$ cat config.mk
export PLATFORM = sky130hd
export DESIGN_NAME = ds_serializer
export DESIGN_NICKNAME = d
export VERILOG_FILES = /design/src/rtl/ds_ser_pkg.sv /design/src/rtl/ds_sequencer.sv /design/src/rtl/ds_shifter.sv /design/src/rtl/ds_line.sv /design/src/rtl/ds_serializer.sv
export SDC_FILE = /design/constraint.sdc
export NUM_CORES = 1
export LEC_CHECK = 0
export BUFFER_PORTS_ARGS = -buffer_cell sky130_fd_sc_hd__buf_2
export CAP_MARGIN = 10
export CORE_AREA = 2 2 65 67
export DETAILED_ROUTE_END_ITERATION = 16
export DIE_AREA = 0 0 67 69
export GPL_ROUTABILITY_DRIVEN = 0
export PLACE_DENSITY = 0.68
export REMOVE_ABC_BUFFERS = 1
export SYNTH_ARGS = -nofsm -noshare
export SYNTH_HDL_FRONTEND = slang
export SYNTH_SLANG_ARGS = --single-unit
$ cat constraint.sdc
create_clock -name clk -period 2 [get_ports clk]
set_input_delay 0.1 -clock clk [delete_from_list [all_inputs] [get_ports clk]]
set_output_delay 0.1 -clock clk [all_outputs]
set_load 0.02 [all_outputs]
$ cat src/rtl/ds_ser_pkg.sv
package ds_ser_pkg;

    // Link character kinds produced by the sequencer
    typedef enum logic [2:0] {
        SYM_DATA,
        SYM_FCT,
        SYM_EOP,
        SYM_EEP,
        SYM_ESC
    } sym_e;

    // Second half still owed after the current character
    typedef enum logic [1:0] {
        HALF_NONE,
        HALF_FCT,
        HALF_TIME,
        HALF_CHAR
    } half_e;

    localparam int CTRL_BITS = 4;

    // Two code bits of a control character, {second sent, first sent}
    function automatic logic [1:0] ctrl_code(sym_e kind);
        logic [1:0] code;
        case (kind)
            SYM_FCT: code = 2'b00;
            SYM_EOP: code = 2'b10;
            SYM_EEP: code = 2'b01;
            default: code = 2'b11;
        endcase
        return code;
    endfunction

endpackage

$ cat src/rtl/ds_sequencer.sv
module ds_sequencer
    import ds_ser_pkg::*;
#(
    parameter int DATA_W = 8
) (
    input  logic              clk,
    input  logic              rst_n,
    input  logic              tx_en,
    input  logic              load,
    input  logic              tok_valid,
    input  logic              tok_time,
    input  logic              tok_fct,
    input  logic              tok_fct_char,
    input  logic              tok_marker,
    input  logic [DATA_W-1:0] tok_byte,
    output sym_e              sym_kind,
    output logic [DATA_W-1:0] sym_byte,
    output logic              tok_taken
);

    typedef struct packed {
        logic              fresh;
        half_e             half;
        logic [DATA_W-1:0] held_byte;
        logic              held_marker;
    } seq_t;

    localparam seq_t SEQ_IDLE = '{fresh: 1'b1, half: HALF_NONE,
                                  held_byte: '0, held_marker: 1'b0};

    seq_t st_q, st_d;
    logic take;

    // Marker selection shared by direct and deferred characters
    function automatic sym_e marker_kind(logic [DATA_W-1:0] b);
        return b[0] ? SYM_EEP : SYM_EOP;
    endfunction

    always_comb begin
        seq_t nx;
        nx       = st_q;
        sym_kind = SYM_ESC;
        sym_byte = st_q.held_byte;
        take     = 1'b0;

        if (st_q.fresh) begin
            // session opener: ESC of a NULL, FCT owed
            nx.fresh = 1'b0;
            nx.half  = HALF_FCT;
        end else begin
            case (st_q.half)
                HALF_FCT: begin
                    sym_kind = SYM_FCT;
                    nx.half  = HALF_NONE;
                end
                HALF_TIME: begin
                    sym_kind = SYM_DATA;
                    nx.half  = HALF_NONE;
                end
                HALF_CHAR: begin
                    sym_kind = st_q.held_marker ? marker_kind(st_q.held_byte) : SYM_DATA;
                    nx.half  = HALF_NONE;
                end
                default: begin
                    if (tok_valid) begin
                        take = 1'b1;
                        if (tok_time) begin
                            sym_kind     = SYM_ESC;
                            nx.half      = HALF_TIME;
                            nx.held_byte = tok_byte;
                        end else if (tok_fct_char) begin
                            sym_kind       = SYM_FCT;
                            nx.half        = HALF_CHAR;
                            nx.held_byte   = tok_byte;
                            nx.held_marker = tok_marker;
                        end else if (tok_fct) begin
                            sym_kind = SYM_FCT;
                        end else if (tok_marker) begin
                            sym_kind = marker_kind(tok_byte);
                        end else begin
                            sym_kind = SYM_DATA;
                            sym_byte = tok_byte;
                        end
                    end else begin
                        // filler NULL
                        sym_kind = SYM_ESC;
                        nx.half  = HALF_FCT;
                    end
                end
            endcase
        end

        if (!tx_en) begin
            st_d = SEQ_IDLE;
        end else if (load) begin
            st_d = nx;
        end else begin
            st_d = st_q;
        end
    end

    assign tok_taken = load & take;

    always_ff @(posedge clk or negedge rst_n) begin
        if (!rst_n) begin
            st_q <= SEQ_IDLE;
        end else begin
            st_q <= st_d;
        end
    end

endmodule

$ cat src/rtl/ds_shifter.sv
module ds_shifter
    import ds_ser_pkg::*;
#(
    parameter int DATA_W = 8
) (
    input  logic              clk,
    input  logic              rst_n,
    input  logic              tx_en,
    input  logic              bit_en,
    input  sym_e              sym_kind,
    input  logic [DATA_W-1:0] sym_byte,
    output logic              load,
    output logic              cur_bit,
    output logic              cur_valid
);

    localparam int SH_W = DATA_W + 2;

    typedef struct packed {
        logic [SH_W-1:0] shift;
        logic [SH_W-1:0] left;   // one-hot: bits still to send
        logic            valid;
        logic            hist;   // XOR of previous character payload
    } sh_t;

    sh_t st_q, st_d;

    assign load      = tx_en & bit_en & (st_q.left[0] | ~st_q.valid);
    assign cur_bit   = st_q.shift[0];
    assign cur_valid = st_q.valid;

    always_comb begin
        logic [1:0] code;
        logic       par;
        st_d = st_q;
        code = ctrl_code(sym_kind);
        par  = 1'b0;

        if (!tx_en) begin
            st_d = '0;
        end else if (load) begin
            st_d.valid = 1'b1;
            if (sym_kind == SYM_DATA) begin
                par        = ~st_q.hist;
                st_d.shift = {sym_byte, 1'b0, par};
                st_d.left  = {1'b1, {(SH_W-1){1'b0}}};
                st_d.hist  = ^sym_byte;
            end else begin
                par        = st_q.hist;
                st_d.shift = {{(SH_W-CTRL_BITS){1'b0}}, code, 1'b1, par};
                st_d.left  = {{(SH_W-1){1'b0}}, 1'b1} << (CTRL_BITS - 1);
                st_d.hist  = ^code;
            end
        end else if (bit_en) begin
            st_d.shift = {1'b0, st_q.shift[SH_W-1:1]};
            st_d.left  = {1'b0, st_q.left[SH_W-1:1]};
        end
    end

    always_ff @(posedge clk or negedge rst_n) begin
        if (!rst_n) begin
            st_q <= '0;
        end else begin
            st_q <= st_d;
        end
    end

endmodule

$ cat src/rtl/ds_line.sv
module ds_line (
    input  logic clk,
    input  logic rst_n,
    input  logic bit_en,
    input  logic cur_valid,
    input  logic cur_bit,
    output logic ds_data,
    output logic ds_strobe
);

    typedef struct packed {
        logic d;
        logic s;
    } line_t;

    line_t ln_q, ln_d;

    always_comb begin
        ln_d = ln_q;
        if (bit_en) begin
            if (cur_valid) begin
                ln_d.d = cur_bit;
                ln_d.s = ~(cur_bit ^ ln_q.d ^ ln_q.s);
            end else begin
                // drain: strobe first, then data
                ln_d.d = ln_q.d & ln_q.s;
                ln_d.s = 1'b0;
            end
        end
    end

    always_ff @(posedge clk or negedge rst_n) begin
        if (!rst_n) begin
            ln_q <= '0;
        end else begin
            ln_q <= ln_d;
        end
    end

    assign ds_data   = ln_q.d;
    assign ds_strobe = ln_q.s;

endmodule

$ cat src/rtl/ds_serializer.sv
module ds_serializer
    import ds_ser_pkg::*;
#(
    parameter int DATA_W = 8
) (
    input  logic              clk,
    input  logic              rst_n,
    input  logic              bit_en,
    input  logic              tx_en,
    input  logic              tok_valid,
    input  logic              tok_time,
    input  logic              tok_fct,
    input  logic              tok_fct_char,
    input  logic              tok_marker,
    input  logic [DATA_W-1:0] tok_byte,
    output logic              tok_taken,
    output logic              ds_data,
    output logic              ds_strobe
);

    sym_e              sym_kind;
    logic [DATA_W-1:0] sym_byte;
    logic              load;
    logic              cur_bit;
    logic              cur_valid;

    ds_sequencer #(.DATA_W(DATA_W)) u_seq (
        .clk          (clk),
        .rst_n        (rst_n),
        .tx_en        (tx_en),
        .load         (load),
        .tok_valid    (tok_valid),
        .tok_time     (tok_time),
        .tok_fct      (tok_fct),
        .tok_fct_char (tok_fct_char),
        .tok_marker   (tok_marker),
        .tok_byte     (tok_byte),
        .sym_kind     (sym_kind),
        .sym_byte     (sym_byte),
        .tok_taken    (tok_taken)
    );

    ds_shifter #(.DATA_W(DATA_W)) u_shift (
        .clk       (clk),
        .rst_n     (rst_n),
        .tx_en     (tx_en),
        .bit_en    (bit_en),
        .sym_kind  (sym_kind),
        .sym_byte  (sym_byte),
        .load      (load),
        .cur_bit   (cur_bit),
        .cur_valid (cur_valid)
    );

    ds_line u_line (
        .clk       (clk),
        .rst_n     (rst_n),
        .bit_en    (bit_en),
        .cur_valid (cur_valid),
        .cur_bit   (cur_bit),
        .ds_data   (ds_data),
        .ds_strobe (ds_strobe)
    );

endmodule

# [After elaboration in Yosys (flattened, before gate mapping)]
# Index checks and enable logic that the tools add are counted.
[totals] ff_bits=36 latchBits=0 ramBits=0 romBits=0 input_bits=17 word_cells=81 memories=0
[classes] add_sub_neg=0 n_mul=0 div=0 order_cmp=0 eq_ne=15 shift=0 muxes=39 bitwise_logic=10 n_reduce_logical=7
[ops] operator="$mux 20" count=3
[ops] operator="$mux 8" count=7
[ops] operator="$mux 9" count=3
[ops] operator="$mux 12" count=2
[ops] operator="$mux 22" count=1
[ops] operator="$mux 3" count=7
[ops] operator="$mux 11" count=1
[ops] operator="$mux 10" count=1
[ops] operator="$mux 2" count=5
[ops] operator="$pmux 3 s3" count=1
[ops] operator="$reduce_xor 8->1" count=1
[ops] operator="$mux 1" count=7
[ops] operator="$eq 3x2->1 const B" count=2
[ops] operator="$ne 2x1->1 const B" count=3
[ops] operator="$ne 2x2->1 const B" count=3
[ops] operator="$ne 6x3->1 const B" count=1
[ops] operator="$pmux 2 s3" count=1
[ops] operator="$reduce_and 6->1" count=1
[ops] operator="$reduce_and 5->1" count=1
[ops] operator="$and 1x1->1" count=4
[ops] operator="$eq 2x2->1 const B" count=2
[ops] operator="$eq 3x1->1 const B" count=1
[ops] operator="$logic_not 3->1" count=1
[ops] operator="$ne 3x1->1 const B" count=1
[ops] operator="8 further kinds" count=11

# [Logic depth before layout (Yosys ltp)]
# Gate-level depths: netlist of the first run.
[logic_depth] depth_word=14 depth_mapped=8 depth_no_buf=8

# [Hierarchy]
# A second synthesis of the first run with hierarchy kept.
[hier_totals] cells_unflattened=189 area_unflattened_um2=1969.4
[modules_own_cells] mod="ds_shifter" instances=1 cells_each=100 area_each_um2=1091.0
[modules_own_cells] mod="ds_sequencer" instances=1 cells_each=79 area_each_um2=773.2
[modules_own_cells] mod="ds_line" instances=1 cells_each=10 area_each_um2=105.1

# [Worst setup path before layout of the first run]
# OpenSTA, ideal clock, no wires.
[synth_path] kind="reg2reg" from="register u_seq.st_q[10] in the netlist's numbering" to="register u_shift.st_q[0] in the netlist's numbering" setup_ns=0.087 t_arrival_ns=1.739 required_time_ns=1.913 setup_slack_ns=0.174 stages_incl_launch_ff=9 n_path_buf=0 period_less_slack_ns=1.826 cell_sequence="dfrtp_1 nor4_4 a22o_1 and2_1 nand2b_1 ha_1 nand2_1 a211o_1 o211ai_1"
[synth_between] elab_chain_cells=9
[synth_lines] element="from (decl)" line="ds_sequencer.sv:31" source="seq_t st_q, st_d;"
[synth_lines] element="from (signal assigned)" line="ds_sequencer.sv:108" source="st_q <= st_d;"
[synth_lines] element="$eq 2x2->1 or $eq 2x1->1 (tied branches)" line="ds_sequencer.sv:51" source="case (st_q.half)"
[synth_lines] element="$pmux 3 s3" line="ds_sequencer.sv:51"
[synth_lines] element="$mux 3" line="ds_sequencer.sv:46" source="if (st_q.fresh) begin"
[synth_lines] element="$eq 3x2->1 or $eq 3x1->1 (tied branches)" line="ds_ser_pkg.sv:25" source="case (kind)"
[synth_lines] element="$pmux 2 s3" line="ds_ser_pkg.sv:25"
[synth_lines] element="$reduce_xor 2->1" line="ds_shifter.sv:52" source="st_d.hist = ^code;"
[synth_lines] element="$mux 1 *" line="ds_shifter.sv:43" source="if (sym_kind == SYM_DATA) begin"
[synth_lines] element="$mux 2 *" line="ds_shifter.sv:41" source="end else if (load) begin"
[synth_lines] element="$mux 22 *" line="ds_shifter.sv:39" source="if (!tx_en) begin"
[synth_lines] element="to (signal assigned)" line="ds_shifter.sv:64" source="st_q <= st_d;"
[synth_lines] element="to (decl)" line="ds_shifter.sv:26" source="sh_t st_q, st_d;"
# Mark *: on every way between the ends. The rest lies on a longest branch, timed or not. The select of a mux whose other input is x is not followed.
# A chain may end at the register's enable or synchronous reset.

# [Worst setup path in the final report of the first run]
# Same ends and word-level chain as after synthesis.

==> flow_metrics.tcl, run 1 <==
set metrics [dict create \
    status "finished, final reports clean" \
    ios 20 \
    hold_end "u_seq.st_q[6]$_DFFE_PN0P_" \
    r2r_start "u_seq.st_q[10]$_DFFE_PN0P_" \
    hold_viol 0 \
    crit_start "u_seq.st_q[10]$_DFFE_PN0P_" \
    end_kind "flip-flop" \
    nets 234 \
    clkTransAtPathRegs_ps 70 \
    synthesis.area_um2 1912 \
    synth_ff_type "dfrtp_1" \
    htreeDepth 2 \
    slew_viol_final 0 \
    firstDrtPassIters 4 \
    antenna_found_initial 0 \
    setup_viol 0 \
    crit_type "reg -> reg" \
    fillerInstances 362 \
    syn_avg_cell_area_um2 10.17 \
    tightest_slew_ps 961.4 \
    coreArea_um2 3914 \
    arrival_ps 2190 \
    synth_warnings 0 \
    hp-class "in -> reg" \
    ir_worst_vdd_uv 394.1 \
    synth_cells 188 \
    antennaDiodeCount 0 \
    leakage_nw 1.036 \
    drtIter0Drc 135 \
    root_buffer "clkbuf_8" \
    rrSetupSlack_ps 20 \
    cp.required_ps 2210 \
    yosysUniqueCellTypes 43 \
    synth-edff-count 0 \
    clock_latency_ps 290 \
    vias 1550 \
    synthArstFlopShare_pct 100.0 \
    grt_max_degree 37 \
    utilization_pct 56.87 \
    worstHoldStart "tok_byte[5]" \
    clock_sinks 36 \
    setup_slack_ps 22.57 \
    relSlewSlack_pct 35.67 \
    ff2ff_path_depth 8 \
    fin_crit_sh_pct 98.87 \
    tritoncts "built" \
    hpwl_um 2904 \
    hold_ws_ps 51.97 \
    wl_um 4138 \
    ys_ff_latch 36 \
    grtUsageTotal_pct 19.45 \
    overflow 0 \
    ant_nets 0 \
    die_y_um 69 \
    die_x_um 67 \
    fp-row-count 23 \
    powerDensity_nw_per_um2 651.0 \
    area_growth_pct 16.43 \
    timing.fmax_mhz 505.7 \
    routedWlPerCell_um 15.50 \
    start_kind "flip-flop" \
    cap_violations 0 \
    whs_path_depth 3 \
    remaining_drc_errors 0 \
    reg2reg_to "u_shift.st_q[0]$_DFFE_PN0N_" \
    numCtsBuffers 5 \
    fin_skew_ps 6.310 \
    rsz0062_at_grt "true" \
    placedCellCount 254 \
    via_per_inst 5.805 \
    fin_crit_ps 1977 \
    tns_ps 0 \
    layout-drive-gt1-share_pct 22.12 \
    place_ws_ps -12.01 \
    design.die.area_um2 4623 \
    grt_pass1_wl_um 6886 \
    portBuffers 19 \
    crit_path_max_fanout 4 \
    instances_no_fill 267 \
    clockBufferDepth 2 \
    synth-seq-area-share_pct 47.19 \
    grt_pass1_vias 1501 \
    floorplan.initialDensity_pct 48.85 \
]
## per-stage QoR
step / power [mW] / cell area (µm²)
final: 1.449 / 2226
after global placement: 0.9402 / 2077
after floorplan: 0.8683 / 1874
after CTS: 1.456 / 2177
after detailed placement: 0.9485 / 2077
after global routing: 1.516 / 2226
## worst max-delay path by stage
stage                                         to  slack [ps]  depth (start not counted)
floorplan           u_shift.st_q[14]$_DFFE_PN0P_         130                          5
global placement     u_shift.st_q[0]$_DFFE_PN0N_         100                          8
detailed placement   u_shift.st_q[0]$_DFFE_PN0N_         -10                          8
CTS                  u_shift.st_q[0]$_DFFE_PN0N_          40                          8
global route         u_shift.st_q[0]$_DFFE_PN0N_         -50                          8
finish               u_shift.st_q[0]$_DFFE_PN0N_          20                          8
## worst max-delay path: stages (launching register included)
cell,delay (ps)
dfrtp_2,440
nor4_4,350
a22o_1,220
and2_4,170
nand2b_1,80
ha_1,280
nand2_1,50
a211o_1,230
o211ai_1,80
## layout make-up
| class | count | area [µm²] | area share, % |
|---|---|---|---|
| multi-input combinational | 139 | 964.7 | 43.34 |
| inverter | 4 | 15.01 | 0.6745 |
| timing repair buffer | 30 | 192.7 | 8.657 |
| clock inverter | 3 | 18.77 | 0.8432 |
| clock buffer | 5 | 68.82 | 3.092 |
| sequential | 36 | 903.4 | 40.58 |
| tap | 50 | 62.56 | 2.811 |
## sequential cells by signal, summed over array words and instances (netlist names)
| name | flops |
|---|---|
| u_line.ds_data | 1 |
| u_shift.cur_bit | 1 |
| u_line.ds_strobe | 1 |
| u_seq.st_q | 12 |
| u_shift.st_q | 20 |
| u_shift.cur_valid | 1 |
## cells in the mapped netlist (all sizes together) (2+ instances only)
| cell type | number | area share (%) |
|---|---|---|
| or2 | 2 | 0.65 |
| a22oi | 6 | 2.4 |
| nor2 | 13 | 2.7 |
| nand3 | 6 | 1.6 |
| a21oi | 5 | 1.5 |
| nand2b | 3 | 0.98 |
| mux2i | 13 | 6.8 |
| dfrtp | 35 | 46 |
| buf | 4 | 0.98 |
| o21ai | 17 | 4.5 |
| clkbuf | 5 | 0.98 |
| a22o | 9 | 4.1 |
| a41oi | 2 | 1.7 |
| a221o | 2 | 1.0 |
| nand2 | 25 | 4.9 |
| inv | 4 | 0.79 |
| xor2 | 2 | 0.92 |
| xnor2 | 13 | 6.0 |
## cell usage in the layout (no fill, tap or decap), types with 3 or more instances in the layout
cell,netlist,routed
a22oi_1,6,6
o21ai_0,17,17
nand2b_1,3,3
buf_2,3,19
mux2i_1,13,13
inv_1,4,4
buf_4,0,9
nand2_1,25,25
a22o_1,9,9
xnor2_1,13,13
nand3_1,6,6
clkbuf_8,0,5
nor2_1,12,12
a21oi_1,4,4
dfrtp_1,35,34
## timing repair
item                                   CTS  global route
gates cloned                             0             0
hold buffers                             1             0
gates resized for setup                  2             2
buffers inserted                         0             4
setup endpoints to repair                3             4
pin swaps                                0             4
endpoints found under the hold margin   35             0
## kinds of logic (layout without fill, tap and decap cells)
group           after synthesis  in the layout  synth area share (%)
fa+ha+maj                     1              1                0.6543
buf+inv                      13             42                 2.748
mux                          13             13                 6.806
xor+xnor                     15             15                 6.872
simple gates                 58             58                 15.51
flops                        36             36                 47.19
compound gates               52             52                 20.22
## per-layer routing
| metal | vias up | share of wire (%) | track usage [%] |
|---|---|---|---|
| li1 | 732 | - | - |
| met3 | 11 | 4.6 | 5.220 |
| met5 | - | 0 | 0 |
| met4 | 0 | 2.3 | 7.483 |
| met2 | 48 | 51 | 31.57 |
| met1 | 759 | 42 | 24.30 |
## power breakdown
part	total (mW)	switching (mW)	leakage (nW)	internal [mW]
clock network	0.509	0.266	0.0479	0.242
logic	0.179	0.108	0.497	0.0717
registers	0.761	0.0159	0.491	0.745
(Power assumes the default switching activity.)
==> run 2, diff against run 1 <==
--- a/config.mk
+++ b/config.mk
@@ -7,12 +7,13 @@
 export LEC_CHECK = 0
 export BUFFER_PORTS_ARGS = -buffer_cell sky130_fd_sc_hd__buf_2
 export CAP_MARGIN = 10
-export CORE_AREA = 2 2 65 67
+export CORE_AREA = 2 2 66 68
 export DETAILED_ROUTE_END_ITERATION = 16
-export DIE_AREA = 0 0 67 69
+export DIE_AREA = 0 0 68 70
 export GPL_ROUTABILITY_DRIVEN = 0
 export PLACE_DENSITY = 0.68
 export REMOVE_ABC_BUFFERS = 1
 export SYNTH_ARGS = -nofsm -noshare
 export SYNTH_HDL_FRONTEND = slang
+export SYNTH_HIERARCHICAL = 1
 export SYNTH_SLANG_ARGS = --single-unit
==> flow_metrics.tcl, run 2 <==
set metrics [dict create \
    reg.largest.list "u_shift/st_q x20, u_seq/st_q x12" \
    layout_common_cells "35 x dfrtp_1, 29 x nand2_1, 23 x buf_4" \
    worstHoldStart "tok_byte[5]" \
    fp-row-count 24 \
    violations "setup timing" \
    synth_ff_type "dfrtp_1" \
    htreeDepth 2 \
    synth-seq-area-share_pct 45.81 \
    leakage_nw 1.128 \
    yosysUniqueCellTypes 43 \
    arrival_ps 2570 \
    setup_viol 3 \
    vias 1515 \
    whs_path_depth 3 \
    synth_cells 189 \
    syn_avg_cell_area_um2 10.42 \
    synthArstFlopShare_pct 100.0 \
    ios 20 \
    cp_top_family "simple AND/OR/NAND/NOR gates" \
    worstPathCellList "or3b_4, or3b_4, buf_12, mux2_4, xnor2_2, xnor2_1, xnor2_1, a21oi_1, o21ai_1" \
    reg2reg_to "u_shift/st_q[0]$_DFFE_PN0P_" \
    relSlewSlack_pct 46.88 \
    cp.required_ps 2180 \
    final_common_cell "dfrtp_1" \
    root_buffer "clkbuf_8" \
    wl_um 4112 \
    remaining_drc_errors 0 \
    r2r_start "u_seq/st_q[11]$_DFFE_PN1N_" \
    hold_end "u_seq/st_q[6]$_DFFE_PN0P_" \
    slew_viol_final 0 \
    ant_nets 0 \
    status "finished, violations left" \
    cap_violations 0 \
    rsz0062_at_grt "true" \
    antenna_found_initial 0 \
    end_kind "flip-flop" \
    die_x_um 68 \
    crit_type "reg -> reg" \
    fin_crit_sh_pct 119.8 \
    fin_crit_ps 2395 \
    synthesis.area_um2 1969 \
    ir_worst_vdd_uv 342.0 \
    grt_pass1_vias 1506 \
    design.die.area_um2 4760 \
    rrSetupSlack_ps -400 \
    hold_viol 0 \
    firstDrtPassIters 4 \
    cpMaxStageDelayCell "or3b_4" \
    fin_skew_ps 8.328 \
    floorplan.initialDensity_pct 47.52 \
    via_per_inst 5.353 \
    hpwl_um 2780 \
    coreArea_um2 4144 \
    largest_register_ff_count 20 \
    grtUsageTotal_pct 18.58 \
    ff2ff_path_depth 9 \
    clock_sinks 36 \
    routedWlPerCell_um 14.53 \
    postLayoutCellArea_um2 2442 \
    powerDensity_nw_per_um2 599.3 \
    cp_slowest_stage_delay_ps 410 \
    tns_ps -727.8 \
    place_area_um2 2241 \
    grt_max_degree 37 \
    numCtsBuffers 5 \
    die_y_um 70 \
    hp-class "in -> reg" \
    netlist_top_cells_count "35 x dfrtp_1, 29 x nand2_1, 14 x a22o_1" \
    synth_top_area_cell "dfrtp_1" \
    setup_slack_ps -395.2 \
    drtIter0Drc 78 \
    clockBufferDepth 2 \
    tritoncts "built" \
    synth_warnings 6 \
    clock_latency_ps 290 \
    layout-drive-gt1-share_pct 34.63 \
    area_growth_pct 24.02 \
    synth_area_leaders "dfrtp_1 44%, a22o_1 6.2%, mux2_4 6.1%" \
    worst-path-buf-inv 1 \
    crit_path_max_fanout 7 \
    ys_ff_latch 36 \
    grt_pass1_wl_um 6775 \
    largest_register "u_shift/st_q" \
    synth-edff-count 0 \
    timing.fmax_mhz 417.5 \
    start_kind "flip-flop" \
    antennaDiodeCount 0 \
    portBuffers 19 \
    nets 247 \
    synth.most_common_cell "dfrtp_1" \
    overflow 0 \
    clkTransAtPathRegs_ps 70 \
    tightest_slew_ps 796.7 \
    netlist.area_leader.share_pct 44.47 \
]
-- run 2: cell types whose count changed after synthesis, moves of 5 or more --
cell	before	now
xnor2_1	13	6
inv_1	4	10
mux2_4	0	8
o22ai_1	1	7
a22oi_1	6	1
o21ai_0	17	5
a22o_1	9	14
-- run 2: report_power, final --
part | internal [mW] | switching, mW
logic | 0.0766 | 0.102
registers | 0.744 | 0.0113
clock network | 0.280 | 0.250
total | 1.10 | 0.363
-- run 2: routing by layer --
| metal | vias up | share of wire, % | track usage [%] |
|---|---|---|---|
| li1 | 743 | - | - |
| met1 | 743 | 46 | 24.58 |
| met2 | 23 | 49 | 29.23 |
| met3 | 6 | 3.5 | 5.314 |
| met4 | 0 | 1.0 | 5.556 |
| met5 | - | 0 | 0 |
-- run 2: what timing repair did --
action                                  CTS  global route
pin swaps                                 7             1
buffers inserted                          1             0
cloned                                    0             1
hold endpoints to repair                 35             0
hold buffers                              1             0
gates resized for setup                  10            12
endpoints found under the setup margin    8            21
-- run 2: through the flow --
stage,total power [mW],cells,setup slack [ps],util [%],hold WS (ps)
6_report,1.464,283,-395.2,58.94,67.08
5_1_grt,1.538,283,-470.1,58.94,73.24
4_1_cts,1.481,282,-334.6,57.82,57.03
3_5_place_dp,0.9365,272,-472.5,54.08,240.1
3_3_place_gp,0.9336,272,-435.0,54.08,228.9
2_1_floorplan,0.8370,178,-507.1,-,-195.6
-- run 2: worst max path at each step --
stage,from,to,depth (start not counted),slack [ps]
5_1_grt,u_seq/st_q[11]$_DFFE_PN1N_,u_shift/st_q[0]$_DFFE_PN0P_,9,-470
3_5_place_dp,u_seq/st_q[11]$_DFFE_PN1N_,u_shift/st_q[0]$_DFFE_PN0P_,9,-470
3_3_place_gp,u_seq/st_q[11]$_DFFE_PN1N_,u_shift/st_q[0]$_DFFE_PN0P_,9,-430
2_1_floorplan,u_seq/st_q[11]$_DFFE_PN1N_,u_shift/st_q[14]$_DFFE_PN0P_,7,-510
4_1_cts,u_seq/st_q[11]$_DFFE_PN1N_,u_shift/st_q[0]$_DFFE_PN0P_,9,-330
6_report,u_seq/st_q[11]$_DFFE_PN1N_,u_shift/st_q[0]$_DFFE_PN0P_,9,-400
-- run 2: layout make-up --
| cell class | instances | area, µm² |
|---|---|---|
| clock buffers | 7 | 86.33 |
| clock inverters | 1 | 7.507 |
| fillers | 350 | 1702 |
| inverters | 11 | 41.29 |
| multi-input cells | 131 | 1031 |
| flip-flops and latches | 36 | 902.1 |
| well taps | 52 | 65.06 |
| repair buffers | 45 | 309.0 |
-- run 2: tightest hold or removal path, stage by stage --
cell,delay (ps)
buf_2,110
nand2_1,50
mux2i_1,60
-- run 2: cell families after synthesis --
logic type                Yosys count  share of synthesized area (%)
AOI/OAI and AO/OA                  43                          17.54
xor gates and xnor gates            9                          4.003
buffers and inverters              22                          5.844
DFF                                36                          45.81
muxes                              17                          10.67
and+or+nand+nor                    62                          16.14
==> run 3, diff against run 2 <==
==> constraint.sdc (replaced) <==
create_clock -name clk -period 3 [get_ports clk]
set_input_delay 0.15 -clock clk [delete_from_list [all_inputs] [get_ports clk]]
set_output_delay 0.15 -clock clk [all_outputs]
set_load 0.02 [all_outputs]
==> flow_metrics.tcl, run 3 (synthesized netlist as in run 2, its figures left out) <==
set metrics [dict create \
    clock_sinks 36 \
    hp-class "in -> reg" \
    final_common_cell "dfrtp_1" \
    start_kind "flip-flop" \
    leakage_nw 1.004 \
    crit_path_max_fanout 8 \
    grtUsageTotal_pct 17.58 \
    floorplan.initialDensity_pct 47.52 \
    cp.required_ps 3180 \
    clockBufferDepth 2 \
    firstDrtPassIters 6 \
    fin_skew_ps 4.393 \
    hpwl_um 2622 \
    coreArea_um2 4144 \
    antenna_found_initial 0 \
    largest_register "u_shift/st_q" \
    die_x_um 68 \
    antennaDiodeCount 0 \
    layout_common_cells "35 x dfrtp_1, 29 x nand2_1, 19 x buf_2" \
    nets 226 \
    numCtsBuffers 5 \
    hold_viol 0 \
    crit_type "reg -> reg" \
    wl_um 3730 \
    fin_crit_sh_pct 87.72 \
    tritoncts "built" \
    vias 1413 \
    instances_no_fill 262 \
    fin_crit_ps 2632 \
    slew_viol_final 0 \
    via_per_inst 5.393 \
    crit_top_cell "or3b_1" \
    routedWlPerCell_um 14.24 \
    relSlewSlack_pct 40.76 \
    htreeDepth 2 \
    arrival_ps 2810 \
    grt_pass1_vias 1405 \
    drtIter0Drc 66 \
    worstPathCellList "or3b_1, or3b_1, mux2_4, nor3b_1, a2111oi_4, o22ai_1, and2_1" \
    layout-drive-gt1-share_pct 22.86 \
    tns_ps 0 \
    end_kind "flip-flop" \
    placedCellCount 253 \
    remaining_drc_errors 0 \
    clock_latency_ps 290 \
    largest_register_ff_count 20 \
    setup_viol 0 \
    postCtsSetupBuffers 0 \
    fillerInstances 401 \
    design.die.area_um2 4760 \
    utilization_pct 52.81 \
    ios 20 \
    grt_pass1_wl_um 6361 \
    reg.largest.list "u_shift/st_q x20, u_seq/st_q x12" \
    powerDensity_nw_per_um2 436.2 \
    ir_worst_vdd_uv 315.8 \
    clkTransAtPathRegs_ps 70 \
    area_growth_pct 11.12 \
    portBuffers 19 \
    ant_nets 0 \
    seq_area_um2 902.1 \
    hold_ws_ps 116.9 \
    die_y_um 70 \
    timing.fmax_mhz 380.0 \
    rsz0062_at_grt "false" \
    tightest_slew_ps 886.7 \
    cpMaxStageDelayCell "or3b_1" \
    status "finished, final reports clean" \
    grt_max_degree 37 \
    cap_violations 0 \
    root_buffer "clkbuf_8" \
    cp_slowest_stage_delay_ps 600 \
    overflow 0 \
    fp-row-count 24 \
    multi_input_area_um2 952.2 \
]
run 3: report_power, final:
part	switching, mW	internal (mW)	leakage [nW]
Clock	0.173	0.183	0.0510
Sequential	0.00981	0.496	0.493
Combinational	0.0580	0.0347	0.460
Total	0.241	0.714	1.00
run 3: per-stage QoR:
stage | instance area [µm²] | setup WS, ps | power, mW
global placement | 2086 | 421.0 | 0.6055
global route | 2188 | 265.5 | 0.9965
CTS | 2188 | 364.5 | 0.9669
finish | 2188 | 368.3 | 0.9546
detailed placement | 2086 | 378.0 | 0.6073
floorplan | 1896 | 492.9 | 0.5580
run 3: path summary, 6_finish.rpt:
kind                                         startpoint                            to  slack [ps]  cells past startpoint
setup / recovery             u_seq/st_q[11]$_DFFE_PN1N_  u_shift/st_q[14]$_DFFE_PN0P_         370                      7
hold / removal                              tok_byte[5]     u_seq/st_q[6]$_DFFE_PN0P_         120                      3
setup reg to reg             u_seq/st_q[11]$_DFFE_PN1N_  u_shift/st_q[14]$_DFFE_PN0P_         370                      7
hold reg to reg            u_shift/st_q[11]$_DFFE_PN0P_  u_shift/st_q[11]$_DFFE_PN0P_         480                      1
max in group asynchronous                         rst_n   u_shift/st_q[6]$_DFFE_PN0P_        2020                      2
min in group asynchronous                         rst_n  u_line/ds_strobe$_DFFE_PN0P_         480                      2
run 3: timing repair:
item	in CTS	in global routing
gates resized for setup	0	0
hold buffers	1	0
endpoints found under the hold margin	35	0
run 3: critical path, delay by kind of cell (launching register included):
kind | cells | cell delay, ps
simple gates | 4 | 1340
compound gates | 2 | 410
flops | 1 | 390
mux | 1 | 380
run 3: final cells by class:
cell class,count,area share [%]
flip-flops and latches,36,41.22
clock buffers,6,3.774
repair buffers,24,6.175
clock inverters,2,0.4574
multi-input cells,131,43.51
inverters,11,1.887
well taps,52,2.973
run 3: layer usage:
layer / vias to the layer above / global-route usage (%) / wire length (µm)
met5: - / 0 / 0
met4: 0 / 5.333 / 32
met3: 3 / 4.831 / 109
met2: 21 / 27.40 / 1796
met1: 685 / 23.61 / 1791
li1: 704 / - / -
